--- src/rtl/bcs_pkg.sv ---
package bcs_pkg;
   typedef enum logic [1:0] {
      BL_2    = 2'b00,
      BL_4    = 2'b01,
      BL_8    = 2'b10,
      BL_PAGE = 2'b11
   } blen_e;
endpackage

--- src/rtl/bcs_mask_gen.sv ---
module bcs_mask_gen
   import bcs_pkg::*;
#(
   parameter int COL_W = 9
) (
   input  blen_e            len,
   output logic [COL_W-1:0] mask
);
   localparam logic [COL_W-1:0] M2 = COL_W'(1);
   localparam logic [COL_W-1:0] M4 = COL_W'(3);
   localparam logic [COL_W-1:0] M8 = COL_W'(7);

   always_comb begin
      case (len)
         BL_2:    mask = M2;
         BL_4:    mask = M4;
         BL_8:    mask = M8;
         default: mask = '1;
      endcase
   end
endmodule

--- src/rtl/bcs_beat_ctr.sv ---
module bcs_beat_ctr #(
   parameter int COL_W = 9
) (
   input  logic             clk,
   input  logic             rst_n,
   input  logic             clr,
   input  logic             inc,
   output logic [COL_W-1:0] beat
);
   always_ff @(posedge clk) begin
      if (!rst_n || clr) beat <= '0;
      else if (inc)      beat <= beat + 1'b1;
   end
endmodule

--- src/rtl/bcs_addr_map.sv ---
module bcs_addr_map #(
   parameter int COL_W = 9
) (
   input  logic [COL_W-1:0] base,
   input  logic [COL_W-1:0] beat,
   input  logic [COL_W-1:0] mask,
   input  logic             ilv,
   output logic [COL_W-1:0] col
);
   logic [COL_W-1:0] sum;
   assign sum = base + beat;

   for (genvar i = 0; i < COL_W; i++) begin : g_bit
      assign col[i] = mask[i] ? (ilv ? (base[i] ^ beat[i]) : sum[i]) : base[i];
   end
endmodule

--- src/rtl/burst_col_seq.sv ---
module burst_col_seq
   import bcs_pkg::*;
#(
   parameter int COL_W = 9
) (
   input  logic             clk,
   input  logic             rst_n,
   input  logic             start_i,
   input  logic [COL_W-1:0] start_col_i,
   input  logic [1:0]       len_i,
   input  logic             ilv_i,
   input  logic             adv_i,
   input  logic             term_i,
   output logic [COL_W-1:0] col_o,
   output logic             valid_o,
   output logic             last_o,
   output logic             err_o
);
   initial assert (COL_W >= 3) else $error("COL_W must cover an 8-beat block");

   blen_e            len_q;
   logic             ilv_q;
   logic [COL_W-1:0] base_q;
   logic             valid_q;
   logic             err_q;
   logic [COL_W-1:0] beat;
   logic [COL_W-1:0] mask;
   logic             illegal;
   logic             at_end;
   logic             inc;

   assign illegal = start_i && (blen_e'(len_i) == BL_PAGE) && ilv_i;
   assign at_end  = valid_q && (len_q != BL_PAGE) && (beat == mask);
   assign inc     = valid_q && adv_i && !term_i && !start_i && !at_end;

   bcs_mask_gen #(.COL_W(COL_W)) u_mask (
      .len  (len_q),
      .mask (mask)
   );

   bcs_beat_ctr #(.COL_W(COL_W)) u_beat (
      .clk   (clk),
      .rst_n (rst_n),
      .clr   (start_i),
      .inc   (inc),
      .beat  (beat)
   );

   bcs_addr_map #(.COL_W(COL_W)) u_map (
      .base (base_q),
      .beat (beat),
      .mask (mask),
      .ilv  (ilv_q),
      .col  (col_o)
   );

   always_ff @(posedge clk) begin
      if (!rst_n) begin
         valid_q <= 1'b0;
         err_q   <= 1'b0;
         len_q   <= BL_2;
         ilv_q   <= 1'b0;
         base_q  <= '0;
      end else begin
         err_q <= illegal;
         if (start_i) begin
            valid_q <= !illegal;
            len_q   <= blen_e'(len_i);
            ilv_q   <= ilv_i;
            base_q  <= start_col_i;
         end else if (valid_q && (term_i || (adv_i && at_end))) begin
            valid_q <= 1'b0;
         end
      end
   end

   assign valid_o = valid_q;
   assign last_o  = at_end;
   assign err_o   = err_q;
endmodule

--- config.mk ---
export PLATFORM = sky130hd
export DESIGN_NAME = burst_col_seq
export DESIGN_NICKNAME = d
export VERILOG_FILES = /design/src/rtl/bcs_pkg.sv /design/src/rtl/bcs_mask_gen.sv /design/src/rtl/bcs_beat_ctr.sv /design/src/rtl/bcs_addr_map.sv /design/src/rtl/burst_col_seq.sv
export SDC_FILE = /design/constraint.sdc
export NUM_CORES = 1
export LEC_CHECK = 0
export ABC_AREA = 1
export BUFFER_PORTS_ARGS = -buffer_cell sky130_fd_sc_hd__buf_4
export CELL_PAD_IN_SITES_DETAIL_PLACEMENT = 1
export CELL_PAD_IN_SITES_GLOBAL_PLACEMENT = 1
export CORE_MARGIN = 4
export CORE_UTILIZATION = 39
export DETAILED_ROUTE_END_ITERATION = 8
export HOLD_SLACK_MARGIN = 0.15
export PLACE_DENSITY = 0.79
export SYNTH_ARGS = -nofsm -noshare
export SYNTH_HDL_FRONTEND = slang
export SYNTH_HIERARCHICAL = 1
export SYNTH_SLANG_ARGS = --single-unit
export TNS_END_PERCENT = 20
--- constraint.sdc ---
create_clock -name clk -period 2.8 [get_ports clk]
set_clock_uncertainty 0.2 [all_clocks]
set_input_delay 0.28 -clock clk [delete_from_list [all_inputs] [get_ports clk]]
set_output_delay 0.28 -clock clk [all_outputs]
set_load 0.03 [all_outputs]
# Word-level counts from Yosys, hierarchy flattened
# Index checks and enable logic that the tools add are counted.
[classes]
addsub = 2
eq_ne = 5
mux = 21
bitwise = 9
reduce_logical = 19
[op_table]
columns = ["op", "n"]
rows = [
  ["$pmux W9 S3", 1],
  ["$mux W1", 20],
  ["$logic_and A1 B1 Y1", 10],
  ["$add A9 B1 Y9 const B", 1],
  ["$add A9 B9 Y9", 1],
  ["$eq A9 B9 Y1", 1],
  ["$xor A1 B1 Y1", 9],
  ["$logic_not A1 Y1", 5],
  ["$eq A2 B2 Y1 const B", 2],
  ["$eq A2 B1 Y1 const B", 1],
  ["$logic_not A2 Y1", 1],
  ["$logic_or A1 B1 Y1", 2],
  ["$ne A2 B2 Y1 const B", 1],
  ["$reduce_bool A2 Y1", 1],
]
[totals]
regBits = 23
word_cells = 62

# Logic depth before layout (Yosys ltp)
[logic_depth]
ltp_word = 9
mapped_depth = 16

# Modules after synthesis
# Netlist, hierarchy kept.
[modules_own_cells]
columns = ["module", "instances", "cells_each", "area_per_inst_um2"]
rows = [
  ["burst_col_seq", 1, 112, 710.7],
  ["bcs_addr_map", 1, 93, 518.0],
  ["bcs_beat_ctr", 1, 62, 435.4],
  ["bcs_mask_gen", 1, 13, 71.3],
]

# Least setup slack after synthesis
# OpenSTA, ideal clock, no wires.
[synth_path]
path_kind = "flip-flop to flip-flop"
startpoint = "reg len_q[1]"
endpoint = "reg u_beat.beat[4]"
arrival_time_ns = 2.004
required_ns = 2.474
path_slack_ns = 0.470
stages_incl_launch_ff = 12
path_cell_list = "dfxtp_1 -> nand2_1 -> inv_1 -> buf_4 -> xnor2_1 -> nand2_1 -> nor4_4 -> nor2_1 -> nand2_2 -> nor2_4 -> o21ai_0 -> a21oi_1"
[synth_via]
elab_chain_cells = 6
[synth_rtl]
columns = ["item", "line_no", "text"]
rows = [
  ["start, declared", "burst_col_seq.sv:21", "blen_e len_q;"],
  ["start signal, assigned", "burst_col_seq.sv:68", "len_q <= blen_e'(len_i);"],
  ["$eq A2 B2 Y1, or another cell as far along", "bcs_mask_gen.sv:14", "case (len)"],
  ["$pmux W9 S3 (*)", "bcs_mask_gen.sv:14", ""],
  ["named net mask[3]", "burst_col_seq.sv:27", "logic [COL_W-1:0] mask;"],
  ["$eq A9 B9 Y1 (*)", "burst_col_seq.sv:33", "assign at_end = valid_q && (len_q != BL_PAGE) && (beat == mask);"],
  ["$logic_and A1 B1 Y1 (*)", "burst_col_seq.sv:33", ""],
  ["named net last_o", "burst_col_seq.sv:16", "output logic last_o,"],
  ["$logic_not A1 Y1 (*)", "burst_col_seq.sv:34", "assign inc = valid_q && adv_i && !term_i && !start_i && !at_end;"],
  ["$logic_and A1 B1 Y1 (*)", "burst_col_seq.sv:34", ""],
  ["named net inc", "burst_col_seq.sv:30", "logic inc;"],
  ["end signal, assigned", "bcs_beat_ctr.sv:12", "else if (inc) beat <= beat + 1'b1;"],
  ["end, declared", "bcs_beat_ctr.sv:8", "output logic [COL_W-1:0] beat"],
]
# Mark *: on every way through the listed nets, which the timed path passes. The rest lies on a longest branch.
# A chain may end at the register's enable or synchronous reset.

# Worst setup path after layout
[layout_path]
startpoint = "reg u_beat.beat[0]"
endpoint = "out col_o[8]"
[layout_via]
elab_chain_cells = 3
[layout_rtl]
columns = ["item", "line_no", "text"]
rows = [
  ["$add A9 B9 Y9", "bcs_addr_map.sv:11", "assign sum = base + beat;"],
  ["$mux W1 (2 in a row)", "bcs_addr_map.sv:14", "assign col[i] = mask[i] ? (ilv ? (base[i] ^ beat[i]) : sum[i]) : base[i];"],
  ["end, declared", "burst_col_seq.sv:14", "output logic [COL_W-1:0] col_o,"],
]
# Every way passes these cells.

==> flow_summary.json <==
{
  "end_kind": "output port",
  "hold_viol": 0,
  "antenna_found_initial": 0,
  "vias": 1902,
  "routed_via_density": 5.02,
  "synthAdderAreaFrac_pct": 7.64,
  "grt_pass1_vias": 2063,
  "synth_area_sq_um": 1740,
  "start_util_pct": 41.9,
  "swShare_pct": 31.2,
  "root_buffer": "clkbuf_8",
  "synth_edf_count": 0,
  "fillers": 562,
  "area_growth_pct": 30.5,
  "power.internal_w": 0.000533,
  "async_reset_ff_share_pct": 0,
  "cts_buffers": 3,
  "num_antenna_cells": 0,
  "synth-simple-area-share_pct": 39.1,
  "netlist_instances": 280,
  "htreeDepth": 1,
  "clock-sinks": 23,
  "wl_met2_mm": 2.92,
  "ant_nets": 0,
  "ys_ff_latch": 23,
  "path_cells": "ha_2, fa_1, nand2_1, nand2_1, nand3_1, nand2_1, nand2_1, nand3_1, nand2_1, nand2_1, buf_4",
  "period_share_pct": 91.9,
  "finalPower_w": 0.000774,
  "instances_no_fill": 379,
  "dieArea_sq_um": 5580,
  "drv_slew": 0,
  "drc": 0,
  "cp.required_ps": 2320,
  "ys_types": 32,
  "cap_violations": 0,
  "max_stage_delay_ps": 390,
  "path_max_fanout": 7,
  "fin_setup_tns_ps": 0,
  "fin_nets": 357,
  "clockBufferDepth": 2,
  "rsz0062_at_grt": "false",
  "seq_power_share_pct": 46.3,
  "cp_common_cell": "nand2_1",
  "grt_max_degree": 18,
  "combPwrFrac_pct": 26.3,
  "crit_type": "register to output port",
  "synth_compound_area_share_pct": 10.7,
  "synthFlopType": "dfxtp_1",
  "synthMuxAreaShare_pct": 0.649,
  "p_per_area_nw_per_um2": 342,
  "final_cell_area_sq_um": 2260,
  "dp_cells": 349,
  "wl_per_cell_um": 15.2,
  "timing.hold.ws_ps": 181,
  "core_sq_um": 4140,
  "synth_top_family_by_area": "simple AND/OR/NAND/NOR gates",
  "slew_headroom_pct": 61.5,
  "grt_pass1_wl_mm": 9.84,
  "die_x_um": 74.7,
  "wl_mm": 5.75,
  "routed.top_layer": "met4",
  "clkLatencyLatePin_ps": 270,
  "io_buffers": 28,
  "syn_avg_cell_area_sq_um": 6.20,
  "p_leak_nw": 1.09,
  "postSynthNetCount": 307,
  "gr-total-overflow": 0,
  "ios": 29,
  "worst_pin_slew_ps": 575,
  "drt_iter0_drc": 79,
  "mostFrequentLayoutCells": "74 x nand2_1, 44 x nor2_1, 41 x inv_1",
  "wl_met3_um": 122,
  "seq_area_frac_synth_pct": 26.5,
  "slowest_stage": "fa_1",
  "cp-start-kind": "register",
  "crit_arrival_ps": 2090,
  "final_common_cell": "nand2_1",
  "yosysWarningCount": 6,
  "setup_viol": 0,
  "synth_xor_xnor_area_share_pct": 2.02,
  "clk_pin_slew_worst_paths_ps": 90,
  "hp-class": "input port to register",
  "placed_area_sq_um": 1950,
  "clkPwrFrac_pct": 27.4,
  "power.switching_w": 0.000241,
  "peakVddDrop_v": 0.000177,
  "row_count": 23,
  "gp_congestion": 0.804,
  "die_h_um": 74.7,
  "drive_above_1_share_pct": 15.5,
  "period_minus_slack_ps": 2570,
  "firstDrtPassIters": 4,
  "dp_hpwl_mm": 3.75,
  "status": "complete, no violations",
  "track_usage_pct": 23.1,
  "cts_tree": "done",
  "wl_met1_mm": 2.64,
  "max_freq_mhz": 389
}
==> final cells by class <==
class,instances,area [sq um],share of cell area (%)
multi-input combinational,203,1050,46.4
sequential,23,460,20.3
tap,50,62.6,2.76
timing repair buffer,55,478,21.1
inverter,44,169,7.46
clock buffer,4,45.0,1.99
==> power groups by stage <==
stage | clock network (W) | registers [W] | logic [W]
4_1_cts | 0.000217 | 0.000356 | 0.000194
6_report | 0.000212 | 0.000358 | 0.000204
3_3_place_gp | 0 | 0.000363 | 0.000160
3_5_place_dp | 0 | 0.000364 | 0.000163
5_1_grt | 0.000230 | 0.000360 | 0.000222
2_1_floorplan | 0 | 0.000359 | 0.000107
==> per-layer routing <==
layer,up-vias,GRT usage [%]
li1,962,-
met1,903,28.5
met2,31,41.9
met3,6,2.94
met4,0,6.32
met5,-,0
==> Yosys cell counts (all sizes together), types with 5 or more instances <==
cell   count  area (sq um)
nand2     77           297
nor2      49           206
inv       44           165
dfxtp     23           460
o21ai     18          90.1
a21oi     15          82.6
nand3     15          80.1
ha         9           113
buf        8          55.1
nand4      5          37.5
==> sequential cells by signal (all words and copies together) (netlist names) <==
signal and count:
len_q 2, u_beat/beat 9, ilv_q 1, err_o 1, valid_o 1, base_q 9
==> critical path: cells and delay by family (launching register included) <==
kind                     cells  cell delay [ps]
AND/OR/NAND/NOR              8              640
adder cells (fa/ha/maj)      2              630
flip-flops                   1              380
buffers and inverters        1              160
==> worst paths after layout <==
kind,cells after the start,from,slack (ps),end
worst max-delay path,11,u_beat/beat[0]$_SDFFE_PP0P_,230,col_o[8]
worst min-delay path,3,start_i,180,valid_o$_SDFFE_PN0P_
worst max register to register,13,len_q[1]$_SDFFE_PN0P_,360,u_beat/beat[8]$_SDFFE_PP0P_
worst min register to register,2,len_q[0]$_SDFFE_PN0P_,350,len_q[0]$_SDFFE_PN0P_
==> stage by stage <==
| step | util [%] | setup WS [ps] |
|---|---|---|
| floorplan | - | 470 |
| global placement | 47.1 | 441 |
| detailed placement | 47.1 | 319 |
| CTS | 54.5 | 155 |
| global route | 54.6 | 42.7 |
| finish | 54.6 | 227 |
==> logic make-up (layout without fill, tap and decap cells) <==
| kind of cell | after synthesis | count (layout) |
|---|---|---|
| compound gates | 35 | 35 |
| xor+xnor | 4 | 4 |
| fa+ha+maj | 10 | 10 |
| buf+inv | 54 | 103 |
| flops | 23 | 23 |
| mux | 1 | 1 |
| other cells | 1 | 1 |
| simple gates | 152 | 152 |
==> what timing repair did <==
| action | 4_1_cts | 5_1_grt |
|---|---|---|
| setup endpoints to repair | 0 | 4 |
| setup buffers | 0 | 0 |
| hold buffers | 26 | 0 |
| gates resized for setup | 0 | 2 |
| hold endpoints to repair | 14 | 0 |
Note: power is estimated with default switching activity, not from simulation.
